===== config.mk =====
export PLATFORM = sky130hd
export DESIGN_NAME = pci_tgt_resp
export DESIGN_NICKNAME = d
export VERILOG_FILES = /design/src/rtl/pci_tgt_pkg.sv /design/src/rtl/pci_tgt_decode.sv /design/src/rtl/pci_tgt_cfg.sv /design/src/rtl/pci_tgt_regfile.sv /design/src/rtl/pci_tgt_fsm.sv /design/src/rtl/pci_tgt_resp.sv
export SDC_FILE = /design/constraint.sdc
export NUM_CORES = 1
export LEC_CHECK = 0
export BUFFER_PORTS_ARGS = -buffer_cell sky130_fd_sc_hd__buf_4
export CAP_MARGIN = 15
export CORE_ASPECT_RATIO = 0.8
export CORE_MARGIN = 1
export CORE_UTILIZATION = 62
export DETAILED_ROUTE_END_ITERATION = 8
export PLACE_DENSITY = 0.88
export SYNTH_ARGS = -nofsm -noshare
export SYNTH_HDL_FRONTEND = slang
export SYNTH_SLANG_ARGS = --single-unit

===== constraint.sdc =====
create_clock -name clk -period 3.2 [get_ports clk]
set_clock_uncertainty 0.05 [all_clocks]
set_input_delay 0.32 -clock clk [delete_from_list [all_inputs] [get_ports clk]]
set_output_delay 0.32 -clock clk [all_outputs]
set_load 0.005 [all_outputs]

===== src/rtl/pci_tgt_pkg.sv =====
package pci_tgt_pkg;

  localparam logic [3:0] CMD_IO_RD  = 4'b0010;
  localparam logic [3:0] CMD_IO_WR  = 4'b0011;
  localparam logic [3:0] CMD_CFG_RD = 4'b1010;
  localparam logic [3:0] CMD_CFG_WR = 4'b1011;

  localparam logic [5:0] CFG_IDX_ID  = 6'd0;
  localparam logic [5:0] CFG_IDX_CMD = 6'd1;
  localparam logic [5:0] CFG_IDX_BAR = 6'd4;

  typedef enum logic [1:0] {
    ST_IDLE,
    ST_CLAIM,
    ST_RETRY
  } tgt_state_e;

  // Replace the lanes whose active-low enable is 0.
  function automatic logic [31:0] lane_merge(input logic [31:0] old_w,
                                             input logic [31:0] new_w,
                                             input logic [3:0]  cbe_n);
    logic [31:0] res;
    for (int b = 0; b < 4; b++) begin
      res[8*b +: 8] = cbe_n[b] ? old_w[8*b +: 8] : new_w[8*b +: 8];
    end
    return res;
  endfunction

  // Address falls inside the window whose low bits are covered by low_mask.
  function automatic logic window_hit(input logic [31:0] addr,
                                      input logic [31:0] base,
                                      input logic [31:0] low_mask);
    return ((addr ^ base) & ~low_mask) == 32'd0;
  endfunction

  // BAR view: low bits zero, bit 0 marks I/O space.
  function automatic logic [31:0] bar_readback(input logic [31:0] base,
                                               input logic [31:0] low_mask);
    return (base & ~low_mask) | 32'd1;
  endfunction

endpackage


===== src/rtl/pci_tgt_decode.sv =====
module pci_tgt_decode
  import pci_tgt_pkg::*;
#(
  parameter int WIN_BITS = 5
) (
  input  logic [31:0] ad_i,
  input  logic [3:0]  cbe_i,
  input  logic        idsel_i,
  input  logic        ioen,
  input  logic [31:0] bar_base,
  output logic        cfg_hit,
  output logic        io_hit,
  output logic        is_write
);
  localparam logic [31:0] LOW_MASK = (32'd1 << WIN_BITS) - 32'd1;

  logic is_cfg_cmd;
  logic is_io_cmd;

  always_comb begin
    is_cfg_cmd = (cbe_i == CMD_CFG_RD) || (cbe_i == CMD_CFG_WR);
    is_io_cmd  = (cbe_i == CMD_IO_RD)  || (cbe_i == CMD_IO_WR);
    cfg_hit    = idsel_i && is_cfg_cmd;
    io_hit     = ioen && is_io_cmd && window_hit(ad_i, bar_base, LOW_MASK);
    is_write   = (cbe_i == CMD_CFG_WR) || (cbe_i == CMD_IO_WR);
  end
endmodule


===== src/rtl/pci_tgt_cfg.sv =====
module pci_tgt_cfg
  import pci_tgt_pkg::*;
#(
  parameter int          WIN_BITS = 5,
  parameter logic [31:0] DEV_ID   = 32'h7A11_C0DE
) (
  input  logic        clk,
  input  logic        rst_n,
  input  logic [5:0]  idx,
  input  logic        we,
  input  logic [31:0] wdata,
  input  logic [3:0]  cbe_n,
  output logic [31:0] rdata,
  output logic        ioen,
  output logic [31:0] bar_base
);
  localparam logic [31:0] LOW_MASK = (32'd1 << WIN_BITS) - 32'd1;

  always_ff @(posedge clk or negedge rst_n) begin
    if (!rst_n) begin
      ioen     <= 1'b0;
      bar_base <= 32'd0;
    end else if (we) begin
      case (idx)
        CFG_IDX_CMD: if (!cbe_n[0]) ioen <= wdata[0];
        CFG_IDX_BAR: bar_base <= lane_merge(bar_base, wdata, cbe_n) & ~LOW_MASK;
        default: ;
      endcase
    end
  end

  always_comb begin
    case (idx)
      CFG_IDX_ID:  rdata = DEV_ID;
      CFG_IDX_CMD: rdata = {31'd0, ioen};
      CFG_IDX_BAR: rdata = bar_readback(bar_base, LOW_MASK);
      default:     rdata = 32'd0;
    endcase
  end
endmodule


===== src/rtl/pci_tgt_regfile.sv =====
module pci_tgt_regfile
  import pci_tgt_pkg::*;
#(
  parameter int NUM_REGS = 8,
  parameter int IDX_W    = 3
) (
  input  logic             clk,
  input  logic             rst_n,
  input  logic [IDX_W-1:0] idx,
  input  logic             we,
  input  logic [31:0]      wdata,
  input  logic [3:0]       cbe_n,
  output logic [31:0]      rdata
);
  logic [31:0] words [NUM_REGS];

  for (genvar w = 0; w < NUM_REGS; w++) begin : g_word
    logic [31:0] word_q;
    always_ff @(posedge clk or negedge rst_n) begin
      if (!rst_n) begin
        word_q <= 32'd0;
      end else if (we && (idx == IDX_W'(w))) begin
        word_q <= lane_merge(word_q, wdata, cbe_n);
      end
    end
    assign words[w] = word_q;
  end

  assign rdata = words[idx];
endmodule


===== src/rtl/pci_tgt_fsm.sv =====
module pci_tgt_fsm
  import pci_tgt_pkg::*;
#(
  parameter int DEVSEL_LAT   = 2,
  parameter int CFG_TRDY_LAT = 3,
  parameter int IO_TRDY_LAT  = 8
) (
  input  logic        clk,
  input  logic        rst_n,
  input  logic        frame_i,
  input  logic        irdy_i,
  input  logic        lock_i,
  input  logic [5:0]  word_addr,
  input  logic        cfg_hit,
  input  logic        io_hit,
  input  logic        is_write,
  input  logic [31:0] rd_data,
  output logic [5:0]  addr_q,
  output logic        wr_q,
  output logic        kind_io,
  output logic        devsel_o,
  output logic        trdy_o,
  output logic        stop_o,
  output logic        ad_oe,
  output logic [31:0] ad_o,
  output logic        start_evt,
  output logic        xfer_done,
  output logic        retry_done
);
  localparam int MAX_LAT = (IO_TRDY_LAT > CFG_TRDY_LAT) ? IO_TRDY_LAT : CFG_TRDY_LAT;
  localparam int CNT_W   = $clog2(MAX_LAT + 1);
  localparam logic [CNT_W-1:0] DEV_C = CNT_W'(DEVSEL_LAT);
  localparam logic [CNT_W-1:0] CFG_C = CNT_W'(CFG_TRDY_LAT);
  localparam logic [CNT_W-1:0] IO_C  = CNT_W'(IO_TRDY_LAT);

  tgt_state_e       st;
  logic [CNT_W-1:0] cnt;
  logic [CNT_W-1:0] trdy_lat;
  logic             frame_q;
  logic             locked;
  logic             lock_at_addr;
  logic             lock_req;

  assign trdy_lat   = kind_io ? IO_C : CFG_C;
  assign start_evt  = (st == ST_IDLE) && frame_i && !frame_q;
  assign xfer_done  = (st == ST_CLAIM) && trdy_o && irdy_i;
  assign retry_done = (st == ST_RETRY) && stop_o && irdy_i;

  always_ff @(posedge clk or negedge rst_n) begin
    if (!rst_n) begin
      st           <= ST_IDLE;
      cnt          <= '0;
      frame_q      <= 1'b0;
      locked       <= 1'b0;
      lock_at_addr <= 1'b0;
      lock_req     <= 1'b0;
      addr_q       <= '0;
      wr_q         <= 1'b0;
      kind_io      <= 1'b0;
      devsel_o     <= 1'b0;
      trdy_o       <= 1'b0;
      stop_o       <= 1'b0;
      ad_oe        <= 1'b0;
      ad_o         <= 32'd0;
    end else begin
      frame_q <= frame_i;
      case (st)
        ST_IDLE: begin
          if (!frame_i && !lock_i) locked <= 1'b0;
          if (start_evt) begin
            addr_q       <= word_addr;
            wr_q         <= is_write;
            kind_io      <= io_hit;
            lock_at_addr <= lock_i;
            lock_req     <= 1'b0;
            cnt          <= CNT_W'(1);
            if (io_hit && locked && lock_i) st <= ST_RETRY;
            else if (cfg_hit || io_hit)     st <= ST_CLAIM;
          end
        end
        ST_CLAIM: begin
          if (cnt < trdy_lat) cnt <= cnt + CNT_W'(1);
          if (cnt == CNT_W'(1)) lock_req <= kind_io && !lock_at_addr && lock_i;
          if (cnt == DEV_C) devsel_o <= 1'b1;
          if (cnt == trdy_lat && !trdy_o) begin
            trdy_o <= 1'b1;
            ad_oe  <= !wr_q;
            ad_o   <= rd_data;
          end
          if (xfer_done) begin
            devsel_o <= 1'b0;
            trdy_o   <= 1'b0;
            ad_oe    <= 1'b0;
            st       <= ST_IDLE;
            if (lock_req) locked <= 1'b1;
          end
        end
        ST_RETRY: begin
          if (cnt < DEV_C) cnt <= cnt + CNT_W'(1);
          if (cnt == DEV_C) begin
            devsel_o <= 1'b1;
            stop_o   <= 1'b1;
          end
          if (retry_done) begin
            devsel_o <= 1'b0;
            stop_o   <= 1'b0;
            st       <= ST_IDLE;
          end
        end
        default: st <= ST_IDLE;
      endcase
    end
  end
endmodule


===== src/rtl/pci_tgt_resp.sv =====
module pci_tgt_resp
  import pci_tgt_pkg::*;
#(
  parameter int          DEVSEL_LAT   = 2,
  parameter int          CFG_TRDY_LAT = 3,
  parameter int          IO_WAITS     = 6,
  parameter int          WIN_BYTES    = 32,
  parameter logic [31:0] DEV_ID       = 32'h7A11_C0DE
) (
  input  logic        clk,
  input  logic        rst_n,
  input  logic        frame_i,
  input  logic        irdy_i,
  input  logic        idsel_i,
  input  logic        lock_i,
  input  logic [3:0]  cbe_i,
  input  logic [31:0] ad_i,
  output logic [31:0] ad_o,
  output logic        ad_oe,
  output logic        devsel_o,
  output logic        trdy_o,
  output logic        stop_o
);
  localparam int IO_TRDY_LAT = DEVSEL_LAT + IO_WAITS;
  localparam int WIN_BITS    = $clog2(WIN_BYTES);
  localparam int NUM_REGS    = WIN_BYTES / 4;
  localparam int IDX_W       = WIN_BITS - 2;

  logic        cfg_hit, io_hit, is_write;
  logic        ioen;
  logic [31:0] bar_base;
  logic [5:0]  addr_q;
  logic        wr_q, kind_io;
  logic        start_evt, xfer_done, retry_done;
  logic [31:0] cfg_rdata, io_rdata, rd_data;
  logic        cfg_we, io_we;

  pci_tgt_decode #(.WIN_BITS(WIN_BITS)) u_dec (
    .ad_i(ad_i), .cbe_i(cbe_i), .idsel_i(idsel_i), .ioen(ioen),
    .bar_base(bar_base), .cfg_hit(cfg_hit), .io_hit(io_hit), .is_write(is_write)
  );

  pci_tgt_fsm #(
    .DEVSEL_LAT(DEVSEL_LAT), .CFG_TRDY_LAT(CFG_TRDY_LAT), .IO_TRDY_LAT(IO_TRDY_LAT)
  ) u_fsm (
    .clk(clk), .rst_n(rst_n), .frame_i(frame_i), .irdy_i(irdy_i), .lock_i(lock_i),
    .word_addr(ad_i[7:2]), .cfg_hit(cfg_hit), .io_hit(io_hit), .is_write(is_write),
    .rd_data(rd_data), .addr_q(addr_q), .wr_q(wr_q), .kind_io(kind_io),
    .devsel_o(devsel_o), .trdy_o(trdy_o), .stop_o(stop_o), .ad_oe(ad_oe), .ad_o(ad_o),
    .start_evt(start_evt), .xfer_done(xfer_done), .retry_done(retry_done)
  );

  assign cfg_we  = xfer_done && wr_q && !kind_io;
  assign io_we   = xfer_done && wr_q && kind_io;
  assign rd_data = kind_io ? io_rdata : cfg_rdata;

  pci_tgt_cfg #(.WIN_BITS(WIN_BITS), .DEV_ID(DEV_ID)) u_cfg (
    .clk(clk), .rst_n(rst_n), .idx(addr_q), .we(cfg_we), .wdata(ad_i),
    .cbe_n(cbe_i), .rdata(cfg_rdata), .ioen(ioen), .bar_base(bar_base)
  );

  pci_tgt_regfile #(.NUM_REGS(NUM_REGS), .IDX_W(IDX_W)) u_regs (
    .clk(clk), .rst_n(rst_n), .idx(addr_q[IDX_W-1:0]), .we(io_we), .wdata(ad_i),
    .cbe_n(cbe_i), .rdata(io_rdata)
  );
endmodule


; Yosys cells after proc, flatten, opt, wreduce, memory -nomap -nowiden
; Index checks and enable logic that the tools add are counted.
[totals]
regBits = 338
inputBits = 42
out_inout_bits = 36
elab_cells = 212
[op_classes]
addsub = 1
magnitude_cmp = 3
eq_ne = 27
muxes = 33
n_bitwise = 6
n_reduce_logical = 91
[op_table]
columns = cell, count
row1 = binary-select mux 32 bit (select 3 bit), 1
row2 = two-way mux 32 bit, 3
row3 = one-hot mux 32 bit (3 select lines), 1
row4 = AND reduction 2 bit, 36
row5 = logical NOT 32 bit, 1
row6 = XOR 32 bit, 1
row7 = logical AND 1 bit, 26
row8 = AND reduction 3 bit, 6
row9 = two-way mux 4 bit, 4
row10 = two-way mux 1 bit, 14
row11 = "inequality test 2 bit, second input constant", 7
row12 = "equality test 3 bit, second input constant", 4
row13 = "equality test 4 x 2 -> 1 bit, second input constant", 3
row14 = one-hot mux 4 bit (3 select lines), 1
row15 = AND reduction 4 bit, 3
row16 = two-way mux 2 bit, 5
row17 = "equality test 4 bit, second input constant", 2
row18 = nonzero test 2 bit, 4
row19 = logical NOT 1 bit, 7
row20 = "equality test 3 x 2 -> 1 bit, second input constant", 2
row21 = "equality test 6 x 1 -> 1 bit, second input constant", 1
row22 = "equality test 6 x 3 -> 1 bit, second input constant", 1
row23 = logical NOT 6 bit, 1
row24 = one-hot mux 1 bit (2 select lines), 3
row25 = other kinds (18), 24

; Longest topological paths before layout
; Gate-level depths: netlist (run 1).
[logic_depth]
word_depth = 9
mapped_depth = 9
ltp_nobuf = 7

; Hierarchy
; A second synthesis (run 1) with hierarchy kept.
[hier_totals]
hier_cells = 1176
hier_area_um2 = 16678.5
[by_module_without_submodules]
columns = mod, instances, cells_each, area_each_um2, seq_area_each_um2
row1 = pci_tgt_regfile, 1, 792, 11984.0, 6406.1
row2 = pci_tgt_fsm, 1, 185, 2386.0, 1351.3
row3 = pci_tgt_cfg, 1, 122, 1433.9, 700.7
row4 = pci_tgt_resp, 1, 38, 546.8, 0.0
row5 = pci_tgt_decode, 1, 39, 327.8, 0.0

; Least setup slack after synthesis (run 1)
; Ideal clock, no wire load.
[synth_path]
kind = reg2reg
from = reg u_fsm.st[1]
to = reg u_regs.g_word[5].word_q[24]
t_arrival_ns = 2.087
t_required_ns = 3.025
setup_slack_ns = 0.938
path_stages_with_launch = 9
n_path_buf = 2
period_less_slack_ns = 2.262
path_cell_list = dfrtp_1 > inv_1 > ha_1 > nand4_1 > or3_1 > buf_2 > buf_6 > nor3_4 > mux2_2
[synth_between]
elab_chain_cells = 7
[synth_rtl]
columns = element, line
row1 = "start, declared", pci_tgt_fsm.sv:36  ; tgt_state_e st;
row2 = "start signal, assigned", pci_tgt_fsm.sv:51  ; st <= ST_IDLE;
row3 = "start signal, assigned", pci_tgt_fsm.sv:77  ; if (io_hit && locked && lock_i) st <= ST_RETRY;
row4 = "start signal, assigned", pci_tgt_fsm.sv:78  ; else if (cfg_hit || io_hit) st <= ST_CLAIM;
row5 = equality test 2 x 1 -> 1 bit, pci_tgt_fsm.sv:46  ; assign xfer_done = (st == ST_CLAIM) && trdy_o && irdy_i;
row6 = logical AND 1 bit (2 in a row), pci_tgt_fsm.sv:46
row7 = logical AND 1 bit (2 in a row), pci_tgt_resp.sv:54  ; assign io_we = xfer_done && wr_q && kind_io;
row8 = logical AND 1 bit, pci_tgt_regfile.sv:22  ; end else if (we && (idx == IDX_W'(w))) begin
row9 = AND reduction 2 bit (no line), n/a
row10 = "end signal, assigned", pci_tgt_regfile.sv:23  ; word_q <= lane_merge(word_q, wdata, cbe_n);
row11 = "end, declared", pci_tgt_regfile.sv:18  ; logic [31:0] word_q;
; No other way between the ends.
; A chain may end at the register's enable or synchronous reset.

; Worst setup path after layout (run 1)
[layout_path]
from = reg u_fsm.st[1]
to = reg u_regs.g_word[5].word_q[23]
; The elaborated chain is that of the path after synthesis.

==> metrics.txt, run 1 <==
Initial Util ~64%; CTS tree yes; Compound-Gate Fraction of Synth Area 3.77%; multi-input logic area 6940 sq um; final setup margin 233 ps; Net Sw Power 1.82 mW; setup bufs post-CTS 0; static leakage 8.61 nW; post-synthesis instance total ~1.1k; CP startpoint kind flop; post_cts resized 0; final setup vio count 0; main combinational cell family by area after synthesis multiplexers; Syn Nets 1196; Final Max Slew Viols 0; CP Capture Type flop; synthesized area per cell between 10 and 15 sq um; cell-by-cell trace of the critical path inv_1 > ha_1 > nand4_1 > or3_1 > buf_4 > nor3_4 > mux2_2; Diodes inserted 0; Gate power share under 10%; critical setup path kind reg2reg; DRC 0; Least-Margin Pin Slew ~960 ps; Cell Rows 51; Initial DRC Count 1043; YS warnings 0; Clock Sink Count between 300 and 400; Inserted Clock Buffers 34; Hold-fix buffers, CTS 3; Worst Path Arrival 3310 ps; antenna viol nets, final 0; drt total wl 38000 microns; CTS H-tree lvls 2; Seq pwr share 49.9%; EDFF count, synth 0; Place WS 333 ps; final cycle utilization of the critical path 92.7%; Clock Pin Slew Worst Setup and Hold Paths 60 ps; RSZ-0062 raised after global routing false; synth unique cells 48; Hold WC Path Type in2reg; Floorplan Core Area 24600 sq um; # IOs 78; Nets 1276; Critical Path RT roughly 3500 ps; Die ar. 26000 sq um; status finished clean; first-pass GRT wire length 60600 microns; Post-Synth Adder-Cell Area 0.795%; DIE HEIGHT 145 microns; commonest non-fill, non-tap cell in the layout dfrtp_1; Clk Latency, worst-skew pair 520 ps; count of max-cap constraint violations 0; Longest Clk Path Bufs 3; switching portion of total power 21.2%; post-synthesis xor/xnor area fraction 1.50%; via-per-instance ratio roughly 6.5; total gr overflow 0; Hold WS 50.8 ps; total power 8.56 mW; vias after detailed routing 10.2k; Final Wtd Congestion 0.890; most frequent cells in the layout dfrtp_1, mux2_2, buf_4; 1st-pass router iterations 7; mux contribution to synthesized area between 30% and 40%; CP Max Fanout 16; Int Pwr approximately 6.7 mW; initial antenna violation count 0; Post-DP HPWL 23400 microns; Sequential Area 8470 sq um; flops & latches, synth 338; slowest stage cell, crit path nor3_4; Post-Synth Simple-Gate Area 7.23%; ys flop type dfrtp_1; Clk pwr share 47.2%; f_max 0.337 GHz; Total GRT Usage 30.7%; Seq/Total Area, Yosys about 54%; synthesized area 15700 sq um; share of layout cells above drive strength 1 45.7%; vias in the first global route 10.8k; largest net degree at the start of global routing 86; FFs w/ async S/R, synth 100%; area delta synth->final 14.0%; Port-buffer cells 77; Layout fillers 1498; pwr/cell area 477 nW/um^2; Final Hold Fails 0; Sum Neg Setup Slack 0 ps; minimum clock period between 2000 and 3000 ps; Slew headroom 35.7%; max incr delay on CP 510 ps; root buffer cell clkbuf_16; maximum vdd drop 0.402 mV; die width 180 microns; wire per inst 24.3 microns
[synth_stat cells, types with 2 or more instances]
master      n  area [sq um]
o21ai_0    22           110
ha_1       10           125
nand2b_1    7          43.8
nor2_2     15          93.8
buf_1      19          71.3
nor2b_1     2          12.5
a22oi_1     8          60.1
nand3b_1    3          22.5
xnor2_1    17           149
nand4_1     7          43.8
dfrtp_1   338          8460
nor3_2      9          90.1
a22o_1      2          17.5
nand3_1     4          20.0
a21oi_1    43           215
xor2_1     10          87.6
nor4_1      3          18.8
a21o_1      3          22.5
or2_2       2          12.5
a32oi_1     2          17.5
buf_2      17          85.1
nand4b_1    3          26.3
a31oi_1    15          93.8
nor3_4     10           163
mux2_1      5          56.3
nor3_1      4          20.0
nor2_1     41           154
nand2_1    98           368
mux4_2     64          1440
inv_1       9          33.8
mux2i_1     4          40.0
clkbuf_1   40           150
mux2_2    293          3300
[critical path: cells and delay by family (launching register included)]
family / cells / cell delay [ps]
and+or+nand+nor: 3 / 1220
DFF: 1 / 440
muxes: 1 / 400
buffers and inverters: 2 / 370
adders and majority gates: 1 / 350
[cells by family (layout without fill, tap and decap cells)]
logic type / count (synthesis) / in the layout
multiplexers: 366 / 366
flip-flops: 338 / 338
AND/OR/NAND/NOR: 214 / 214
AO/OA/AOI/OAI: 102 / 102
buffers and inverters: 87 / 190
XOR/XNOR: 27 / 27
adder cells (fa/ha/maj): 10 / 10
[power groups by stage]
stage / combinational (mW) / sequential [mW] / clock [mW]
finish: 0.246 / 4.27 / 4.04
global route: 0.271 / 4.27 / 4.24
CTS: 0.246 / 4.27 / 4.07
detailed placement: 0.240 / 4.35 / 0
global placement: 0.236 / 4.35 / 0
floorplan: 0.0669 / 4.35 / 0
[per-layer routing]
metal / global-route usage [%] / share of wire (%)
met5: 0 / 0
met4: 11.4 / 2.8
met3: 6.19 / 8.5
met2: 49.4 / 47
met1: 42.0 / 41
[cell type report]
type / count / share of cell area [%]
Inverter: 9 / 0.188
Sequential cell: 338 / 47.2
Tap cell: 318 / 2.22
Timing Repair Buffer: 122 / 5.47
Clock inverter: 8 / 0.516
Multi-Input combinational cell: 719 / 38.7
Clock buffer: 51 / 5.79
[path summary, 6_finish.rpt]
kind	from	to	slack (ps)	cells past startpoint
setup / recovery	u_fsm.st[1]$_DFFE_PN0P_	u_regs.g_word[5].word_q[23]$_DFFE_PN0P_	230	7
max in group asynchronous	rst_n	u_fsm.ad_o[10]$_DFFE_PN0P_	1680	4
setup reg to reg	u_fsm.st[1]$_DFFE_PN0P_	u_regs.g_word[5].word_q[23]$_DFFE_PN0P_	230	7
min in group asynchronous	rst_n	u_regs.g_word[0].word_q[13]$_DFFE_PN0P_	360	2
hold reg to reg	u_regs.g_word[5].word_q[29]$_DFFE_PN0P_	u_regs.g_word[5].word_q[29]$_DFFE_PN0P_	450	1
hold / removal	lock_i	u_fsm.lock_at_addr$_DFFE_PN0P_	50	2
[metrics by stage]
stage                     cell area, sq um  std cells  util, %
after CTS                            17900       1565     72.9
after floorplan                      15700       1144        -
after global placement               16800       1503     68.2
after global routing                 17900       1565     72.9
final                                17900       1565     72.9
after detailed placement             16800       1503     68.2
[registers in the layout, indices dropped and copies added, names as in the netlist]
| signal | cells |
|---|---|
| u_fsm.trdy_o | 1 |
| u_fsm.devsel_o | 1 |
| u_fsm.frame_q | 1 |
| u_fsm.kind_io | 1 |
| u_fsm.st | 2 |
| u_fsm.addr_q | 6 |
| u_regs.g_word.word_q | 256 |
| u_fsm.stop_o | 1 |
| u_fsm.ad_oe | 1 |
| u_fsm.lock_req | 1 |
| u_fsm.lock_at_addr | 1 |
| u_fsm.cnt | 4 |
| u_fsm.locked | 1 |
| u_fsm.wr_q | 1 |
| u_cfg.ioen | 1 |
| u_fsm.ad_o | 32 |
| u_cfg.bar_base | 27 |
No activity file was read; power rests on OpenSTA's default activity.
==> run 2, diff against run 1 <==
- SYNTH_HIERARCHICAL: not set -> 1
==> metrics.txt, run 2 <==
met2 WL 19100 microns; Diodes inserted 0; minimum clock period between 2000 and 3000 ps; Die ar. 27500 sq um; die width 185 microns; largest reg by FF count u_regs/g_word.word_q; antenna viol nets, final 0; Net Sw Power between 3 and 4 mW; stages on the worst setup path 8; Inserted Clock Buffers 34; total power ~11 mW; setup bufs post-CTS 0; maximum vdd drop 0.451 mV; Seq pwr share 41.1%; slowest stage cell, crit path and3_1; Layout fillers 1685; family with the most delay on the worst path simple AND/OR/NAND/NOR gates; CP startpoint kind flop; Sequential Area around 8500 sq um; met3 WL around 2800 microns; largest registers u_regs/g_word.word_q (256), u_fsm/ad_o (32), u_cfg/bar_base (27); total gr overflow 0; CTS tree yes; Cell Rows 53; Final Wtd Congestion about 0.84; Buf/Inv on CP 2; met1 WL between 15000 and 20000 microns; cell-by-cell trace of the critical path inv_1 > ha_1 > and3_1 > and3_1 > buf_4 > nand3b_4 > nor2_4 > mux2_2; uppermost layer routed met4; Initial Util 63.2%; Gate power share 22.0%; Nets 1317; Total GRT Usage 30.6%; WHS Path Cells 2; RSZ-0062 raised after global routing false; synthesized area per cell roughly 14 sq um; Slew headroom 34.6%; DIE HEIGHT 149 microns; DRC 0; max reg flops approximately 260; via-per-instance ratio 6.43; vias after detailed routing between 10k and 15k; switching portion of total power 30.4%; synthesized area 16600 sq um; FF-to-FF path depth 8; Initial DRC Count 753; Clk pwr share between 30% and 40%; drt total wl 40500 microns; initial antenna violation count 1; CP Capture Type flop; most frequent cells in the layout mux2_2, dfrtp_1, buf_4; Floorplan Core Area 26300 sq um; Final Max Slew Viols 0; pwr/cell area between 500 and 600 nW/um^2; share of layout cells above drive strength 1 48.4%; max incr delay on CP approximately 560 ps; Worst Path Arrival 3280 ps; Clock Pin Slew Worst Setup and Hold Paths 60 ps; status finished clean; Int Pwr 7.81 mW; YS warnings 6; commonest non-fill, non-tap cell in the layout mux2_2; first-pass GRT wire length around 64000 microns; multi-input logic area 7680 sq um; final cycle utilization of the critical path about nine tenths; largest net degree at the start of global routing around 120; area delta synth->final 12.7%; Syn Nets 1222; count of max-cap constraint violations 0; # IOs 78; CP Max Fanout 9; final setup vio count 0; CTS H-tree lvls 2; Clk Latency, worst-skew pair ~520 ps; root buffer cell clkbuf_16; critical setup path kind reg2reg; Longest Clk Path Bufs 3; Port-buffer cells 77; Sum Neg Setup Slack 0 ps; Critical Path RT 3550 ps; Hold WC Path Type in2reg; Clock Sink Count around 340; post-synthesis instance total between 1k and 1.5k; f_max roughly 0.34 GHz; Final Hold Fails 0; Least-Margin Pin Slew 981 ps; 1st-pass router iterations 7; wire per inst 24.6 microns; Post-DP HPWL around 26000 microns; static leakage 9.39 nW; CP dominant cell by count and3_1; vias in the first global route 11.3k
run 2: changes by cell type in the layout (fill, tap and decap cells not counted), sizes merged, moves of 14 or more:
cell     before  now
mux2        298  409
nand2        98   25
mux4         64   12
o22ai         0   35
a21oi        43   16
mux2i         4   31
and3          1   21
nor3         23    3
nor2         56   40
o2bb2ai       0   15
a31oi        15    1
inv           9   23
run 2: worst register-to-register path: cells and delay by family (launching register included):
family                     cells  cell delay (ps)
and+or+nand+nor                4             1290
DFF                            1              430
muxes                          1              390
buffers and inverters          2              330
adders and majority gates      1              330
run 2: final cells by class:
cell class                 count  share of cell area (%)
sequential                   338                    45.1
tap                          357                    2.38
timing repair buffer         112                    4.83
multi-input combinational    756                    41.0
clock inverter                12                   0.761
inverter                      23                   0.460
clock buffer                  47                    5.46
run 2: worst paths after layout:
path	start	end	slack, ps
min reg2reg	u_regs/g_word[2].word_q[1]$_DFFE_PN0P_	u_regs/g_word[2].word_q[1]$_DFFE_PN0P_	430
min	ad_i[1]	u_regs/g_word[2].word_q[1]$_DFFE_PN0P_	50
max in group asynchronous	rst_n	u_fsm/st[0]$_DFFE_PN0P_	1770
max reg2reg	u_fsm/st[1]$_DFFE_PN0P_	u_regs/g_word[3].word_q[24]$_DFFE_PN0P_	260
max	u_fsm/st[1]$_DFFE_PN0P_	u_regs/g_word[3].word_q[24]$_DFFE_PN0P_	260
min in group asynchronous	rst_n	u_regs/g_word[3].word_q[10]$_DFFE_PN0P_	480
run 2: metal layers:
layer / up-vias / global-route usage, %
met5: - / 0
met4: 0 / 11.2
met3: 103 / 5.66
met2: 437 / 48.7
met1: 5508 / 42.2
li1: 4528 / -
run 2: stage by stage:
stage	hold WS (ps)	setup slack (ps)	cells	utilization, %	area, sq um
6_report	52.9	262	1645	71.2	18800
5_1_grt	65.3	192	1645	71.2	18800
4_1_cts	40.0	331	1645	71.2	18800
3_5_place_dp	410	360	1583	66.7	17600
3_3_place_gp	407	456	1583	66.7	17600
2_1_floorplan	-25.6	698	1170	-	16600
run 2: what timing repair did:
item / in CTS / in global routing
resized for setup: 0 / 0
endpoints found under the hold margin: 113 / 0
hold buffers: 3 / 0
run 2: power by group through the flow:
stage	clock network, mW	registers (mW)	logic [mW]
global placement	0	4.68	2.35
CTS	4.19	4.61	2.42
global route	4.38	4.63	2.60
finish	4.14	4.62	2.47
floorplan	0	4.56	1.78
detailed placement	0	4.69	2.40
==> run 3, diff against run 2 <==
- SETUP_SLACK_MARGIN: not set -> 0.3
==> metrics.txt, run 3 (same netlist as run 2, synthesis figures left out) <==
max reg flops 256; maximum vdd drop ~0.45 mV; CP dominant cell by count mux2_2; CP Max Fanout 27; pwr/cell area 599 nW/um^2; FF-to-FF path depth 7; Critical Path RT 3550 ps; minimum clock period 2730 ps; 1st-pass router iterations 6; Slew headroom 34.6%; final cycle utilization of the critical path 85.4%; wire per inst between 20 and 25 microns; Worst R2R Setup Slack 470 ps; Hold WC Path Type in2reg; max incr delay on CP between 700 and 800 ps; Cell Rows 53; drt total wl 40500 microns; Non-Filler Instances between 1.5k and 2k; Buf/Inv on CP 2; final setup vio count 0; # IOs 78; total gr overflow 0; Nets roughly 1.3k; Clock Pin Slew Worst Setup and Hold Paths ~60 ps; critical setup path kind reg2reg; Hold EP u_regs/g_word[2].word_q[1]$_DFFE_PN0P_; f_max 0.366 GHz; Inserted Clock Buffers 34; share of layout cells above drive strength 1 48.4%; FF-to-FF Start u_fsm/addr_q[1]$_DFFE_PN0P_; status finished clean; RSZ-0062 raised after global routing false; Diodes inserted 0; Initial Util between 60% and 70%; Worst Setup SP u_fsm/addr_q[1]$_DFFE_PN0P_; Initial DRC Count about 750; Clock Sink Count 338; setup bufs post-CTS 0; Final Max Slew Viols 0; most frequent cells in the layout mux2_2, dfrtp_1, buf_4; cell-by-cell trace of the critical path buf_4 > buf_4 > mux2_2 > o22ai_1 > a211oi_1 > mux2_2 > mux2_2; Final Hold Fails 0; DIE HEIGHT 149 microns; CTS tree yes; Sum Neg Setup Slack 0 ps; Longest Clk Path Bufs 3; dpl cells roughly 1.6k; antenna viol nets, final 0; Least-Margin Pin Slew around 980 ps; count of max-cap constraint violations 0; area delta synth->final 12.7%; CTS H-tree lvls 2; vias after detailed routing between 10k and 15k; static leakage about 9.4 nW; family with the most delay on the worst path multiplexers; largest registers u_regs/g_word.word_q (256), u_fsm/ad_o (32), u_cfg/bar_base (27); CP startpoint kind flop; die width about 190 microns; commonest non-fill, non-tap cell in the layout mux2_2; Port-buffer cells 77; Layout fillers 1684; HP Start ad_i[1]; total power between 10 and 15 mW; vias in the first global route approximately 11k; initial antenna violation count 1; WHS Path Cells 2; Final Wtd Congestion 0.844; Floorplan Core Area 26300 sq um; Post-DP HPWL around 26000 microns; Die ar. 27500 sq um; DRC 0; first-pass GRT wire length 63800 microns; largest net degree at the start of global routing 124; Critical R2R Capture u_fsm/ad_o[0]$_DFFE_PN0P_; Total GRT Usage 30.6%; via-per-instance ratio about 6.4; CP Capture Type flop; root buffer cell clkbuf_16; slowest stage cell, crit path dfrtp_4; largest reg by FF count u_regs/g_word.word_q; Clk Latency, worst-skew pair 520 ps; Worst Path Arrival between 3000 and 4000 ps
## run 3: cell counts in the layout (fill, tap and decap cells not counted)
No cell type changed its count.
## run 3: timing repair
| item | 4_1_cts | 5_1_grt |
|---|---|---|
| hold buffers | 3 | 0 |
| endpoints found under the hold margin | 113 | 0 |
| setup endpoints to repair | 0 | 183 |
| gates resized for setup | 0 | 1 |
## run 3: layout make-up
| class | instances | area, sq um | area share (%) |
|---|---|---|---|
| Multi-Input combinational cell | 756 | 7680 | 41.0 |
| Clock buffer | 47 | 1020 | 5.46 |
| Timing Repair Buffer | 112 | 906 | 4.83 |
| Inverter | 23 | 86.3 | 0.460 |
| Tap cell | 357 | 447 | 2.38 |
| Clock inverter | 12 | 143 | 0.761 |
| Sequential cell | 338 | 8470 | 45.1 |
## run 3: per-layer routing
layer	vias to the layer above	wire length [microns]	GRT usage, %
met5	-	0	0
met4	0	1210	11.2
met3	103	2800	5.66
met2	437	19100	48.7
met1	5514	17300	42.2
li1	4527	-	-
## run 3: worst max path at each step
stage	to	depth (start not counted)
2_1_floorplan	u_regs/g_word[0].word_q[29]$_DFFE_PN0P_	10
3_3_place_gp	u_regs/g_word[7].word_q[28]$_DFFE_PN0P_	8
3_5_place_dp	u_regs/g_word[3].word_q[24]$_DFFE_PN0P_	8
4_1_cts	u_regs/g_word[4].word_q[3]$_DFFE_PN0P_	7
5_1_grt	u_fsm/ad_o[0]$_DFFE_PN0P_	7
6_report	u_fsm/ad_o[0]$_DFFE_PN0P_	7
## run 3: where the power goes
part / total, mW / switching [mW] / internal, mW
combinational: 2.47 / 1.52 / 0.947
sequential: 4.62 / 0.232 / 4.39
clock: 4.14 / 1.66 / 2.48
## run 3: stage by stage
| stage | util [%] | hold WS [ps] | instance area [sq um] | setup slack (ps) |
|---|---|---|---|---|
| floorplan | - | -25.6 | 16600 | 698 |
| global placement | 66.7 | 407 | 17600 | 456 |
| detailed placement | 66.7 | 410 | 17600 | 360 |
| CTS | 71.2 | 40.0 | 18800 | 331 |
| global route | 71.2 | 65.3 | 18800 | 350 |
| finish | 71.2 | 53.7 | 18800 | 468 |
